==> src/rtl/pwm_clkgen.sv <==
module pwm_clkgen #(
  parameter int NCH  = 7,
  parameter int NTAP = 11,
  parameter int DW   = 8,
  parameter int SW   = 4
) (
  input  logic              clk,
  input  logic              rst,
  input  logic              en,
  input  logic              wr_a,
  input  logic [SW-1:0]     pre_a_in,
  input  logic [DW-1:0]     div_a_in,
  input  logic              wr_b,
  input  logic [SW-1:0]     pre_b_in,
  input  logic [DW-1:0]     div_b_in,
  input  logic [NCH*SW-1:0] ch_sel,
  output logic [NTAP-1:0]   tap,
  output logic              clk_a,
  output logic              clk_b,
  output logic [NCH-1:0]    ch_tick
);
  localparam int CW   = NTAP - 1;
  localparam int SELN = 1 << SW;
  localparam int NCLK = NTAP + 2;

  logic [CW-1:0]   cnt;
  logic [SELN-1:0] tap_x;
  logic [SELN-1:0] clk_x;

  logic          wr   [2];
  logic [SW-1:0] pin  [2];
  logic [DW-1:0] din  [2];
  logic [SW-1:0] pre  [2];
  logic [DW-1:0] div  [2];
  logic [DW-1:0] dcnt [2];
  logic          dsel [2];
  logic          dout [2];

  always_ff @(posedge clk)
    if (rst)     cnt <= '0;
    else if (en) cnt <= cnt + 1'b1;

  assign tap[0] = en;
  genvar n;
  generate
    for (n = 1; n < NTAP; n++) begin : g_tap
      assign tap[n] = en && (cnt[n-1:0] == '0);
    end
  endgenerate

  assign tap_x = SELN'(tap);

  assign wr[0] = wr_a; assign pin[0] = pre_a_in; assign din[0] = div_a_in;
  assign wr[1] = wr_b; assign pin[1] = pre_b_in; assign din[1] = div_b_in;

  genvar d;
  generate
    for (d = 0; d < 2; d++) begin : g_div
      logic last;
      assign dsel[d] = (32'(pre[d]) < NTAP) && tap_x[pre[d]];
      assign last    = (dcnt[d] == div[d] - 1'b1);
      assign dout[d] = dsel[d] && (div[d] != '0) && last;

      always_ff @(posedge clk)
        if (rst) begin
          pre[d]  <= '0;
          div[d]  <= '0;
          dcnt[d] <= '0;
        end else if (wr[d]) begin
          pre[d]  <= pin[d];
          div[d]  <= din[d];
          dcnt[d] <= '0;
        end else if (dsel[d] && div[d] != '0) begin
          dcnt[d] <= last ? '0 : dcnt[d] + 1'b1;
        end
    end
  endgenerate

  assign clk_a = dout[0];
  assign clk_b = dout[1];
  assign clk_x = SELN'({clk_b, clk_a, tap});

  genvar c;
  generate
    for (c = 0; c < NCH; c++) begin : g_ch
      assign ch_tick[c] = (32'(ch_sel[c*SW +: SW]) < NCLK) && clk_x[ch_sel[c*SW +: SW]];
    end
  endgenerate
endmodule

==> config.mk <==
export PLATFORM = sky130hd
export DESIGN_NAME = pwm_clkgen
export DESIGN_NICKNAME = d
export VERILOG_FILES = /design/src/rtl/pwm_clkgen.sv
export SDC_FILE = /design/constraint.sdc
export NUM_CORES = 1
export LEC_CHECK = 0
export ABC_CLOCK_PERIOD_IN_PS = 6380
export BUFFER_PORTS_ARGS = -buffer_cell sky130_fd_sc_hd__buf_2
export CAP_MARGIN = 10
export CORE_MARGIN = 4
export CORE_UTILIZATION = 51
export CTS_CLUSTER_DIAMETER = 40
export DETAILED_ROUTE_END_ITERATION = 6
export GPL_TIMING_DRIVEN = 1
export PLACE_DENSITY_LB_ADDON = 0.15
export SLEW_MARGIN = 20
export SYNTH_ARGS = -nofsm -noshare
export SYNTH_HDL_FRONTEND = slang
export SYNTH_SLANG_ARGS = --single-unit
==> constraint.sdc <==
create_clock -name clk -period 6.38 [get_ports clk]
set_input_delay 0.638 -clock clk [delete_from_list [all_inputs] [get_ports clk]]
set_output_delay 0.638 -clock clk [all_outputs]
set_load 0.005 [all_outputs]
---- Word level (Yosys, flattened, before mapping) ----
Memory sizes are Yosys's and may differ from the RTL's.
Cells that the tools add are included.
storage, ports and cells
  output and inout bits ................... 20
  memories ................................ 3
  RAM bits ................................ 40
  logic and storage cells ................. 116
  flip-flop bits (word level) ............. 10
memory list
  name  words  width  read ports  clocked after memory_dff  write ports  RTL line  text
  dcnt  2      8      2           0                         2            35        logic [DW-1:0] dcnt [2];
  div   2      8      2           0                         2            34        logic [DW-1:0] div [2];
  pre   2      4      2           0                         2            33        logic [SW-1:0] pre [2];
cells by class
  eq/ne operators ......................... 2
  bitwise gates (word level) .............. 9
  reductions and logical operators ........ 34
  $add $sub $neg .......................... 5
  order comparisons ....................... 18
  mux-type cells .......................... 44
operators by type and width
  cell                                                 number
  2-to-1 mux 8 bit                                     8
  < comparator 4 x 5 -> 1 bit (second input constant)  9
  binary-select mux 1 bit (select 4 bit)               9
  < comparator 4 bit (second input constant)           9
  2-to-1 mux 1 bit                                     25
  logical AND 1 bit                                    23
  adder 8 x 1 -> 8 bit (second input constant)         2
  == test 8 bit                                        2
  nonzero test 8 bit                                   2
  subtractor 8 x 1 -> 8 bit (second input constant)    2
  adder 10 x 1 -> 10 bit (second input constant)       1
  logical NOT 10 bit                                   1
  logical NOT 9 bit                                    1
  logical NOT 8 bit                                    1
  2-to-1 mux 4 bit                                     2
  bitwise OR 1 bit                                     8
  logical NOT 7 bit                                    1
  logical NOT 6 bit                                    1
  logical NOT 5 bit                                    1
  logical NOT 4 bit                                    1
  logical NOT 3 bit                                    1
  logical NOT 2 bit                                    1
  inverter 1 bit                                       1

---- Longest topological paths before layout ----
Gate-level depths: netlist of the first run.
  depth after elaboration ................. 11
  depth in mapped cells ................... 14
  mapped depth without buffers ............ 11

---- Worst setup path after synthesis of the first run ----
OpenSTA, ideal clock, no wires.
  path type ............................... register to output
  from .................................... register cnt[0]
  to ...................................... output port ch_tick[0]
  slack ................................... 3.272 ns
  data required time ...................... 5.742 ns
  arrival time ............................ 2.470 ns
  cell stages (with the launch flop) ...... 15
  buffers on the path ..................... 3
  path through ............................ dfxtp_1 > clkbuf_1 > inv_1 > ha_1 > buf_4 > nand2_4 > or3_1 > buf_6 > clkinv_8 > nand3_1 > inv_2 > nand3b_1 > a21oi_2 > nand3_1 > o211ai_1
on the way
  word-level cells in the longest chain between the ends .. 10
  elaborated cells on any way between the ends .. 33
  those cells by class .................... mux: 6; bitwise: 1; reduce/logical: 26
RTL lines
  item                                      RTL line  text
  start, declared                           26        logic [CW-1:0] cnt;
  start signal, assigned                    41        else if (en) cnt <= cnt + 1'b1;
  logical NOT 4 bit *                       47        assign tap[n] = en && (cnt[n-1:0] == '0);
  logical AND 1 bit *                       47
  net tap[4]                                17        output logic [NTAP-1:0] tap,
  binary-select mux 1 bit (select 4 bit)    60        assign dsel[d] = (32'(pre[d]) < NTAP) && tap_x[pre[d]];
  2-to-1 mux 1 bit (implied by the code)    60
  logical AND 1 bit                         60
  logical AND 1 bit (2 in series)           62        assign dout[d] = dsel[d] && (div[d] != '0) && last;
  binary-select mux 1 bit (select 4 bit) *  86        assign ch_tick[c] = (32'(ch_sel[c*SW +: SW]) < NCLK) && clk_x[ch_sel[c*SW +: SW]];
  2-to-1 mux 1 bit (implied by the code) *  86
  logical AND 1 bit *                       86
  end, declared                             20        output logic [NCH-1:0] ch_tick
The timed path passes the listed nets; every way through them passes the cells marked *. The select of a mux whose other input is x is not followed.

---- Worst setup path in the final report of the first run ----
  from .................................... register cnt[0]
  to ...................................... output port ch_tick[1]
on the way
  word-level cells in the longest chain between the ends .. 10
  elaborated cells on any way between the ends .. 33
  those cells by class .................... mux: 6; bitwise: 1; reduce/logical: 26
RTL lines
  item                                              RTL line
  logical NOT 10 bit, or another cell as far along  47
  logical AND 1 bit                                 47
  binary-select mux 1 bit (select 4 bit)            60
  2-to-1 mux 1 bit (implied by the code)            60
  logical AND 1 bit                                 60
  logical AND 1 bit (2 in series)                   62
  binary-select mux 1 bit (select 4 bit) *          86
  2-to-1 mux 1 bit (implied by the code) *          86
  logical AND 1 bit *                               86
Every way passes the cells marked *; elsewhere a longest branch is shown, timed or not. The select of a mux whose other input is x is not followed.

==> impl_metrics.csv, run 1 <==
group,metric,value,unit
outcome,status,"finished, final reports clean",
power_and_ir_drop,peakVddDrop,0.132,mV
clock_tree,insertion_delay,0.32,ns
sta,rsz0062_at_grt,"no",
sta,tightestPinTransition,0.692,ns
critical_path,cp_data_arrival_time,3.53,ns
clock_tree,cts.htree.levels,2,
logic_synthesis,synthTopCellsByArea,"edfxtp_1 (31%), dfxtp_1 (5.2%), and2_1 (5.0%)",
min_path,worst_hold_startpoint,"cnt[7]",
logic_synthesis,synth-async-reset-ratio,0,%
power_and_ir_drop,p_sw_share,32.7,%
grt,grt_pass1_wl,15.0,mm
logic_synthesis,seq_area_frac_synth,36.1,%
sta,max-slew-margin-rel,53.9,%
drt,vias,3451,
layout,finalNonFillerCells,602,
clock_tree,clk_pin_slew,0.09,ns
drt,antenna_left,0,
grt,grt_use_total,20.6,%
sta,min_period,4.17,ns
logic_synthesis,syn_area,0.00388,mm^2
logic_synthesis,yosys.area.top_type,"edfxtp_1",
critical_path,worstSetupPathType,"flip-flop to primary output",
power_and_ir_drop,p_comb_share,26.6,%
critical_path,reg2reg_from,"cnt[0]",
drt,first_pass_iters,5,
logic_synthesis,syn_avg_cell_area,8.78,um^2
sta,fin_crit_sh,65.3,%
placed_design,dpl.hpwl,6.85,mm
placed_design,placed_cells,594,
min_path,worst_hold_path.num_cells,2,
logic_synthesis,synth_ff_type,"edfxtp_1",
layout,mostFrequentLayoutCell,"buf_2",
floorplanning,start_util,52.9,%
placed_design,place_congestion,0.821,
clock_tree,cts_setup_buffers,0,
clock_tree,cts-hold-fix-buffers,0,
sta,slew_viol_final,0,
drt,viasPerCell,5.73,
layout,drive_above_1_share,21.3,%
grt,overflow,0,
clock_tree,cts_tree,"built",
sta,clock_skew,0.0194,ns
floorplanning,die_width,95.2,um
layout,fillers,664,
clock_tree,cts-root-buf,"clkbuf_8",
critical_path,rrSetupSlack,3.00,ns
layout,diodes,0,
grt,grt_max_degree,19,
logic_synthesis,synth_cells,442,
logic_synthesis,syn_nets,505,
power_and_ir_drop,powerDensity,189,mW/mm^2
power_and_ir_drop,p_int,0.000555,W
logic_synthesis,synth-seq-cells,50,
sta,final-setup-viol-count,0,
logic_synthesis,synth_warnings,0,
sta,tns,0,ns
critical_path,crit_required,5.74,ns
power_and_ir_drop,switchingPower,0.000270,W
run,maxCapViolCount,0,
drt,detail_route.wl_per_cell,15.2,um
power_and_ir_drop,power_leakage,1.78,nW
critical_path,startpoint_type,"flip-flop",
logic_synthesis,synth_edf_count,40,
sta,fin_hold_ws,0.503,ns
critical_path,rr_worst_depth,10,
clock_tree,cts_resized,0,
drt,initialDrtViolationCount,233,
critical_path,critPathMaxFanout,14,
clock_tree,cts.sinks,50,
grt,antenna_found_initial,0,
logic_synthesis,synth.top_cell.area_share,31.0,%
clock_tree,clockBufferDepth,2,
min_path,min_path_type,"flip-flop to flip-flop",
drt,wl,9.15,mm
clock_tree,cts_inserted_buffers,5,
min_path,min_to,"cnt[7]",
layout,final_cell_mix,"buf_2 (76), edfxtp_1 (40), and2_1 (31)",
drt,drc,0,
critical_path,r2r_end,"dcnt[1][3]",
power_and_ir_drop,clkPwrFrac,23.8,%
floorplanning,die_h,95.2,um
grt,grt_pass1_vias,3173,
sta,hold_viol_final,0,
critical_path,critPathCaptureType,"primary output",
floorplanning,num_rows,31,
logic_synthesis,synth.distinct_cells,60,
floorplanning,dieArea,0.00907,mm^2
floorplanning,core_area,0.00733,mm^2
sta,max_freq,240,MHz
floorplanning,io_pins,77,
layout,final_nets,565,
power_and_ir_drop,pwr-share-seq,49.6,%
layout,syn2layout_area_growth,12.8,%
placed_design,io_buffers,76,
[critical path, stage by stage (launching register included)]
cell and delay (ns):
dfxtp_1 0.48, inv_1 0.12, ha_1 0.41, nand2_4 0.08, or3_1 0.48, clkinv_8 0.13, nand3_1 0.19, inv_2 0.24
nand3b_1 0.15, a21oi_2 0.42, a41oi_1 0.20, o22ai_1 0.19, buf_2 0.13
[power groups by stage]
stage          sequential [W]  combinational [W]  clock, W
3_5_place_dp         0.000417           0.000214         0
5_1_grt              0.000414           0.000244  0.000213
2_1_floorplan        0.000404           0.000158         0
4_1_cts              0.000410           0.000216  0.000200
3_3_place_gp         0.000416           0.000211         0
6_report             0.000410           0.000219  0.000196
[routing by layer]
metal	global-route usage (%)	routed length (um)	up-vias
met5	0	0	-
met4	6.01	106	0
met3	2.84	471	9
met2	35.2	4450	101
met1	27.1	4120	1608
li1	-	-	1733
[worst max-delay path by stage]
stage / start / end / slack [ns] / cells after the start
2_1_floorplan: cnt[0] / ch_tick[0] / 3.27 / 14
3_3_place_gp: cnt[0] / ch_tick[0] / 2.73 / 12
3_5_place_dp: cnt[0] / ch_tick[1] / 2.59 / 12
4_1_cts: cnt[0] / ch_tick[1] / 2.24 / 12
5_1_grt: cnt[0] / ch_tick[2] / 1.93 / 12
6_report: cnt[0] / ch_tick[1] / 2.21 / 12
[flip-flops by register name (all words and copies together) (netlist names)]
name and count:
cnt 10, dcnt 16, div 16, pre 8
[cells in the mapped netlist, types with 2 or more instances]
cell type  number
a2111oi_0       3
a211o_1         8
a211oi_1        2
a21o_1          4
a21oi_1        29
a21oi_2         2
a221oi_1        2
a31oi_1        12
a41oi_1         8
and2_1         31
and3_1          9
buf_1           4
buf_4           2
buf_6           3
clkbuf_1       14
dfxtp_1        10
edfxtp_1       40
ha_1            6
inv_1          25
mux2_2          2
mux2i_1         3
nand2_1        29
nand3_1        18
nand3b_1        4
nor2_1         29
nor2_2          8
nor2b_1         6
nor3_1          4
nor3b_1         6
nor4_1          3
o2111ai_1       4
o211ai_1        2
o21a_1          4
o21ai_0        22
o21ai_1         2
o22ai_1         9
o31a_1          5
or2_1           2
or2_2           3
or3_1           4
xnor2_1        21
xor2_1         20
[stage by stage]
stage / power [W] / setup WS (ns) / area (um^2) / utilization, %
after detailed placement: 0.000632 / 2.59 / 4270 / 58.2
after floorplan: 0.000562 / 3.27 / 3880 / -
after global routing: 0.000872 / 1.93 / 4380 / 59.7
final: 0.000826 / 2.21 / 4380 / 59.7
after CTS: 0.000826 / 2.24 / 4360 / 59.5
after global placement: 0.000626 / 2.73 / 4270 / 58.2
[kinds of logic after synthesis]
| group | synth area share, % |
|---|---|
| AO/OA/AOI/OAI | 23.0 |
| flip-flops | 36.1 |
| XOR/XNOR | 9.26 |
| buffers and inverters | 5.93 |
| multiplexers | 1.64 |
| AND/OR/NAND/NOR | 22.2 |
| adder cells (fa/ha/maj) | 1.93 |
[cell type report]
type / instances / area (um^2) / share of cell area, %
Sequential cell: 50 / 1400 / 32.0
Inverter: 27 / 114 / 2.60
Tap cell: 99 / 124 / 2.83
Clock buffer: 5 / 68.8 / 1.57
Clock inverter: 3 / 26.3 / 0.601
Timing Repair Buffer: 76 / 380 / 8.69
Multi-Input combinational cell: 342 / 2260 / 51.7
Note: power is estimated with default switching activity, not from simulation.
==> inputs of run 2 (changes only) <==
--- a/config.mk
+++ b/config.mk
@@ -5,7 +5,7 @@
 export SDC_FILE = /design/constraint.sdc
 export NUM_CORES = 1
 export LEC_CHECK = 0
-export ABC_CLOCK_PERIOD_IN_PS = 6380
+export ABC_CLOCK_PERIOD_IN_PS = 3500
 export BUFFER_PORTS_ARGS = -buffer_cell sky130_fd_sc_hd__buf_2
 export CAP_MARGIN = 10
 export CORE_MARGIN = 4
==> constraint.sdc (replaced) <==
create_clock -name clk -period 3.5 [get_ports clk]
set_input_delay 0.35 -clock clk [delete_from_list [all_inputs] [get_ports clk]]
set_output_delay 0.35 -clock clk [all_outputs]
set_load 0.005 [all_outputs]
==> run 2 against run 1 <==
Effect of this change:
- final cell count increased by 0.83%
- first-iteration DRC count decreased by 31%
- wire length increased by 0.35%
- clock power increased by 120%
- register-to-register slack got worse by 2.4 ns
- critical endpoint is now ch_tick[4]
==> impl_metrics.csv, run 2 (synthesis gave the netlist of run 1 again) <==
group,metric,value,unit
run,maxCapViolCount,0,
floorplanning,num_rows,31,
sta,slew_viol_final,0,
placed_design,place_ws,0.425,ns
drt,viasPerCell,5.77,
layout,reg_top3,"dcnt (16), div (16), cnt (10)",
layout,diodes,0,
critical_path,worstSetupPathType,"flip-flop to primary output",
power_and_ir_drop,power,0.00158,W
floorplanning,die_width,95.2,um
min_path,min_path_type,"input pin to flip-flop",
drt,detail_route.wl_per_cell,15.1,um
clock_tree,cts_tree,"built",
layout,drive_above_1_share,22.2,%
power_and_ir_drop,powerDensity,355,mW/mm^2
floorplanning,die_h,95.2,um
clock_tree,insertion_delay,0.31,ns
placed_design,place_congestion,0.890,
placed_design,place_area,0.00431,mm^2
floorplanning,io_pins,77,
drt,wl,9.18,mm
drt,first_pass_iters,4,
clock_tree,clk_pin_slew,0.10,ns
critical_path,worstPathCellList,"inv_1 -> ha_1 -> nand2_4 -> or3_4 -> clkinv_8 -> nand3_1 -> inv_4 -> nand3b_1 -> a21oi_4 -> a41oi_1 -> o22ai_1 -> buf_2",
drt,antenna_left,0,
sta,hold_viol_final,0,
sta,min_period,3.18,ns
sta,fin_hold_ws,0.305,ns
floorplanning,dieArea,0.00907,mm^2
outcome,status,"finished, final reports clean",
sta,setup_ws,0.316,ns
critical_path,critPathMaxFanout,10,
grt,grt_use_total,21.4,%
drt,initialDrtViolationCount,160,
sta,fin_crit_sh,91.0,%
grt,antenna_found_initial,0,
sta,final-setup-viol-count,0,
clock_tree,cts.sinks,50,
layout,mostFrequentLayoutCell,"buf_2",
drt,vias,3505,
layout,final_cell_mix,"buf_2 (76), edfxtp_1 (40), and2_1 (31)",
drt,drc,0,
layout,final_nets,570,
grt,grt_max_degree,18,
clock_tree,cts.htree.levels,2,
power_and_ir_drop,peakVddDrop,0.258,mV
critical_path,rrSetupSlack,0.65,ns
sta,tns,0,ns
sta,max-slew-margin-rel,59.9,%
critical_path,startpoint_type,"flip-flop",
sta,rsz0062_at_grt,"no",
sta,max_freq,314,MHz
floorplanning,core_area,0.00733,mm^2
sta,clock_skew,0.0101,ns
layout,stdcell_area,0.00444,mm^2
critical_path,crit_required,3.15,ns
critical_path,critPathTopFamily,"simple AND/OR/NAND/NOR gates",
critical_path,crit_slowest_cell,"or3_4",
critical_path,critical_path_buf_inv_count,4,
clock_tree,clockBufferDepth,2,
floorplanning,start_util,52.9,%
critical_path,cp_data_arrival_time,2.83,ns
placed_design,io_buffers,76,
placed_design,dpl.hpwl,6.83,mm
sta,tightestPinTransition,0.601,ns
grt,grt_pass1_vias,3386,
power_and_ir_drop,power_leakage,1.81,nW
critical_path,crit_path_max_incr_delay,0.40,ns
layout,syn2layout_area_growth,14.4,%
grt,overflow,0,
clock_tree,cts_inserted_buffers,5,
critical_path,critPathCaptureType,"primary output",
grt,grt_pass1_wl,15.4,mm
clock_tree,cts-root-buf,"clkbuf_8",
-- run 2: worst paths after layout --
| path | endpoint | startpoint | cells past startpoint |
|---|---|---|---|
| worst max-delay path | ch_tick[4] | cnt[1] | 12 |
| worst min register to register | cnt[7] | cnt[7] | 2 |
| worst max register to register | dcnt[0][3] | cnt[1] | 9 |
| worst min-delay path | div[0][5] | div_a_in[5] | 2 |
-- run 2: stage by stage --
stage	cells	util, %
2_1_floorplan	442	-
3_3_place_gp	599	58.7
3_5_place_dp	599	58.7
4_1_cts	607	60.3
5_1_grt	607	60.5
6_report	607	60.5
-- run 2: layer usage --
metal	vias to the layer above	routed length [um]	global-route usage, %
met5	-	0	0
met2	103	4530	36.6
met4	0	105	7.69
met1	1649	3950	27.4
li1	1744	-	-
met3	9	586	3.24
-- run 2: cell type report --
| class | instances | area, um^2 |
|---|---|---|
| clock buffer | 5 | 68.8 |
| timing repair buffer | 81 | 418 |
| inverter | 27 | 116 |
| sequential | 50 | 1400 |
| clock inverter | 3 | 48.8 |
| fill | 637 | 2890 |
| tap | 99 | 124 |
| multi-input combinational | 342 | 2260 |
-- run 2: power by group --
group          leakage [nW]  switching, W  internal (W)
registers             0.524     0.0000526      0.000690
clock network        0.0563      0.000206      0.000218
logic                  1.23      0.000229      0.000181
total                  1.81      0.000488       0.00109
-- run 2: timing repair --
action | in CTS | in global routing
gates resized for setup | 0 | 3
setup buffers | 0 | 0
hold buffers | 0 | 0
endpoints found under the setup margin | 0 | 8
-- run 2: worst register-to-register path: stages (launching register included) --
cell,delay (ns)
dfxtp_1,0.35
inv_1,0.06
ha_1,0.20
nand2_4,0.07
or3_4,0.40
clkinv_8,0.10
nand3_1,0.22
o31ai_4,0.57
or3b_1,0.60
nor2_2,0.17
==> inputs of run 3 (changes only) <==
--- a/config.mk
+++ b/config.mk
@@ -5,7 +5,7 @@
 export SDC_FILE = /design/constraint.sdc
 export NUM_CORES = 1
 export LEC_CHECK = 0
-export ABC_CLOCK_PERIOD_IN_PS = 3500
+export ABC_CLOCK_PERIOD_IN_PS = 3000
 export BUFFER_PORTS_ARGS = -buffer_cell sky130_fd_sc_hd__buf_2
 export CAP_MARGIN = 10
 export CORE_MARGIN = 4
==> constraint.sdc (replaced) <==
create_clock -name clk -period 3 [get_ports clk]
set_input_delay 0.3 -clock clk [delete_from_list [all_inputs] [get_ports clk]]
set_output_delay 0.3 -clock clk [all_outputs]
set_load 0.005 [all_outputs]
==> run 3 against run 2 <==
Effect of this change:
- utilization up 1.9 points
- final cell count grew 2.1%
- wire length grew 7.6%
==> impl_metrics.csv, run 3 (synthesis gave the netlist of run 1 again) <==
group,metric,value,unit
sta,max-slew-margin-rel,57.4,%
sta,final-setup-viol-count,0,
placed_design,placed_cells,603,
critical_path,cp_data_arrival_time,2.60,ns
clock_tree,cts-hold-fix-buffers,0,
floorplanning,num_rows,31,
clock_tree,cts_tree,"built",
layout,drive_above_1_share,25.7,%
placed_design,place_congestion,0.891,
clock_tree,cts-root-buf,"clkbuf_8",
critical_path,critPathTopFamily,"compound AO/OA/AOI/OAI gates",
layout,reg_top3,"dcnt (16), div (16), cnt (10)",
layout,diodes,0,
placed_design,dpl.hpwl,7.04,mm
power_and_ir_drop,powerDensity,398,mW/mm^2
grt,grt_use_total,21.3,%
clock_tree,insertion_delay,0.31,ns
grt,grt_use_met1,28.9,%
sta,clock_skew,0.00636,ns
floorplanning,core_area,0.00733,mm^2
drt,drc,0,
critical_path,worstPathCellList,"or4b_1 -> a211o_1 -> a31oi_4 -> o2111a_1 -> a31oi_1 -> o22ai_1 -> buf_2",
layout,fillers,641,
sta,slew_viol_final,0,
run,maxCapViolCount,0,
drt,initialDrtViolationCount,203,
grt,antenna_found_initial,0,
critical_path,crit_slowest_cell,"or4b_1",
layout,final_cell_mix,"buf_2 (76), edfxtp_1 (40), and2_1 (31)",
power_and_ir_drop,power_leakage,1.88,nW
layout,syn2layout_area_growth,18.0,%
min_path,min_path_type,"input pin to flip-flop",
clock_tree,cts.htree.levels,2,
critical_path,worstSetupPathType,"flip-flop to primary output",
floorplanning,dieArea,0.00907,mm^2
grt,grt_pass1_vias,3216,
clock_tree,cts_inserted_buffers,5,
clock_tree,cts.sinks,50,
layout,finalNonFillerCells,620,
sta,fin_hold_ws,0.258,ns
critical_path,startpoint_type,"flip-flop",
critical_path,critPathMaxFanout,7,
grt,busiest_layer,"met2",
layout,mostFrequentLayoutCell,"buf_2",
floorplanning,die_h,95.2,um
grt,grt_pass1_wl,15.3,mm
sta,max_freq,345,MHz
sta,min_period,2.90,ns
sta,tightestPinTransition,0.638,ns
drt,antenna_left,0,
floorplanning,die_width,95.2,um
placed_design,io_buffers,76,
power_and_ir_drop,peakVddDrop,0.236,mV
clock_tree,clk_pin_slew,0.10,ns
drt,viasPerCell,5.81,
sta,hold_viol_final,0,
drt,detail_route.wl_per_cell,15.9,um
floorplanning,io_pins,77,
grt,grt_max_degree,17,
outcome,status,"finished, final reports clean",
sta,fin_crit_sh,96.6,%
critical_path,crit_path_max_incr_delay,0.53,ns
drt,wl,9.87,mm
drt,first_pass_iters,5,
floorplanning,start_util,52.9,%
critical_path,critical_path_buf_inv_count,1,
drt,vias,3605,
grt,met2_usage,35.6,%
critical_path,crit_required,2.70,ns
clock_tree,clockBufferDepth,2,
grt,overflow,0,
grt,grtUsageMet3,3.00,%
critical_path,critPathCaptureType,"primary output",
layout,final_nets,583,
==> run 3: path summary, 6_finish.rpt <==
check | from | endpoint | slack (ns) | cells past startpoint
worst min register to register | cnt[7] | cnt[7] | 0.50 | 2
worst max-delay path | div[0][2] | ch_tick[1] | 0.10 | 7
worst min-delay path | div_a_in[5] | div[0][5] | 0.26 | 2
worst max register to register | cnt[1] | dcnt[0][4] | 0.19 | 11
==> run 3: final cells by class <==
type / instances / area (um^2) / area share (%)
well taps: 99 / 124 / 2.71
multi-input cells: 343 / 2340 / 51.1
repair buffers: 93 / 512 / 11.2
clock buffers: 5 / 68.8 / 1.50
inverters: 27 / 114 / 2.49
flip-flops and latches: 50 / 1400 / 30.6
clock inverters: 3 / 18.8 / 0.410
==> run 3: metal layers <==
layer  wire, um  part of all wire (%)  vias up
li1           -                     -     1770
met1       4180                    42     1683
met2       4810                    49      141
met3        764                   7.7       11
met4        121                   1.2        0
met5          0                     0        -
==> run 3: power breakdown <==
group	switching (W)	total (W)	internal (W)
registers	0.0000595	0.000864	0.000805
logic	0.000298	0.000546	0.000248
clock network	0.000246	0.000411	0.000165
==> run 3: timing repair <==
item                                    in CTS  in global routing
pin swaps                                    1                  6
endpoints found under the setup margin       7                  8
gates resized for setup                      3                 13
buffers inserted                             0                  8
gates cloned                                 0                  1
==> run 3: per-stage QoR <==
stage	setup TNS, ns	power, W	worst slack [ns]	util [%]	cell area [um^2]
floorplan	0	0.00120	0.205	-	3880
global placement	0	0.00135	0.172	59.1	4340
detailed placement	0	0.00136	0.112	59.1	4340
CTS	0	0.00177	0.0268	60.5	4430
global route	-0.0220	0.00192	-0.0220	62.5	4580
finish	0	0.00182	0.101	62.5	4580
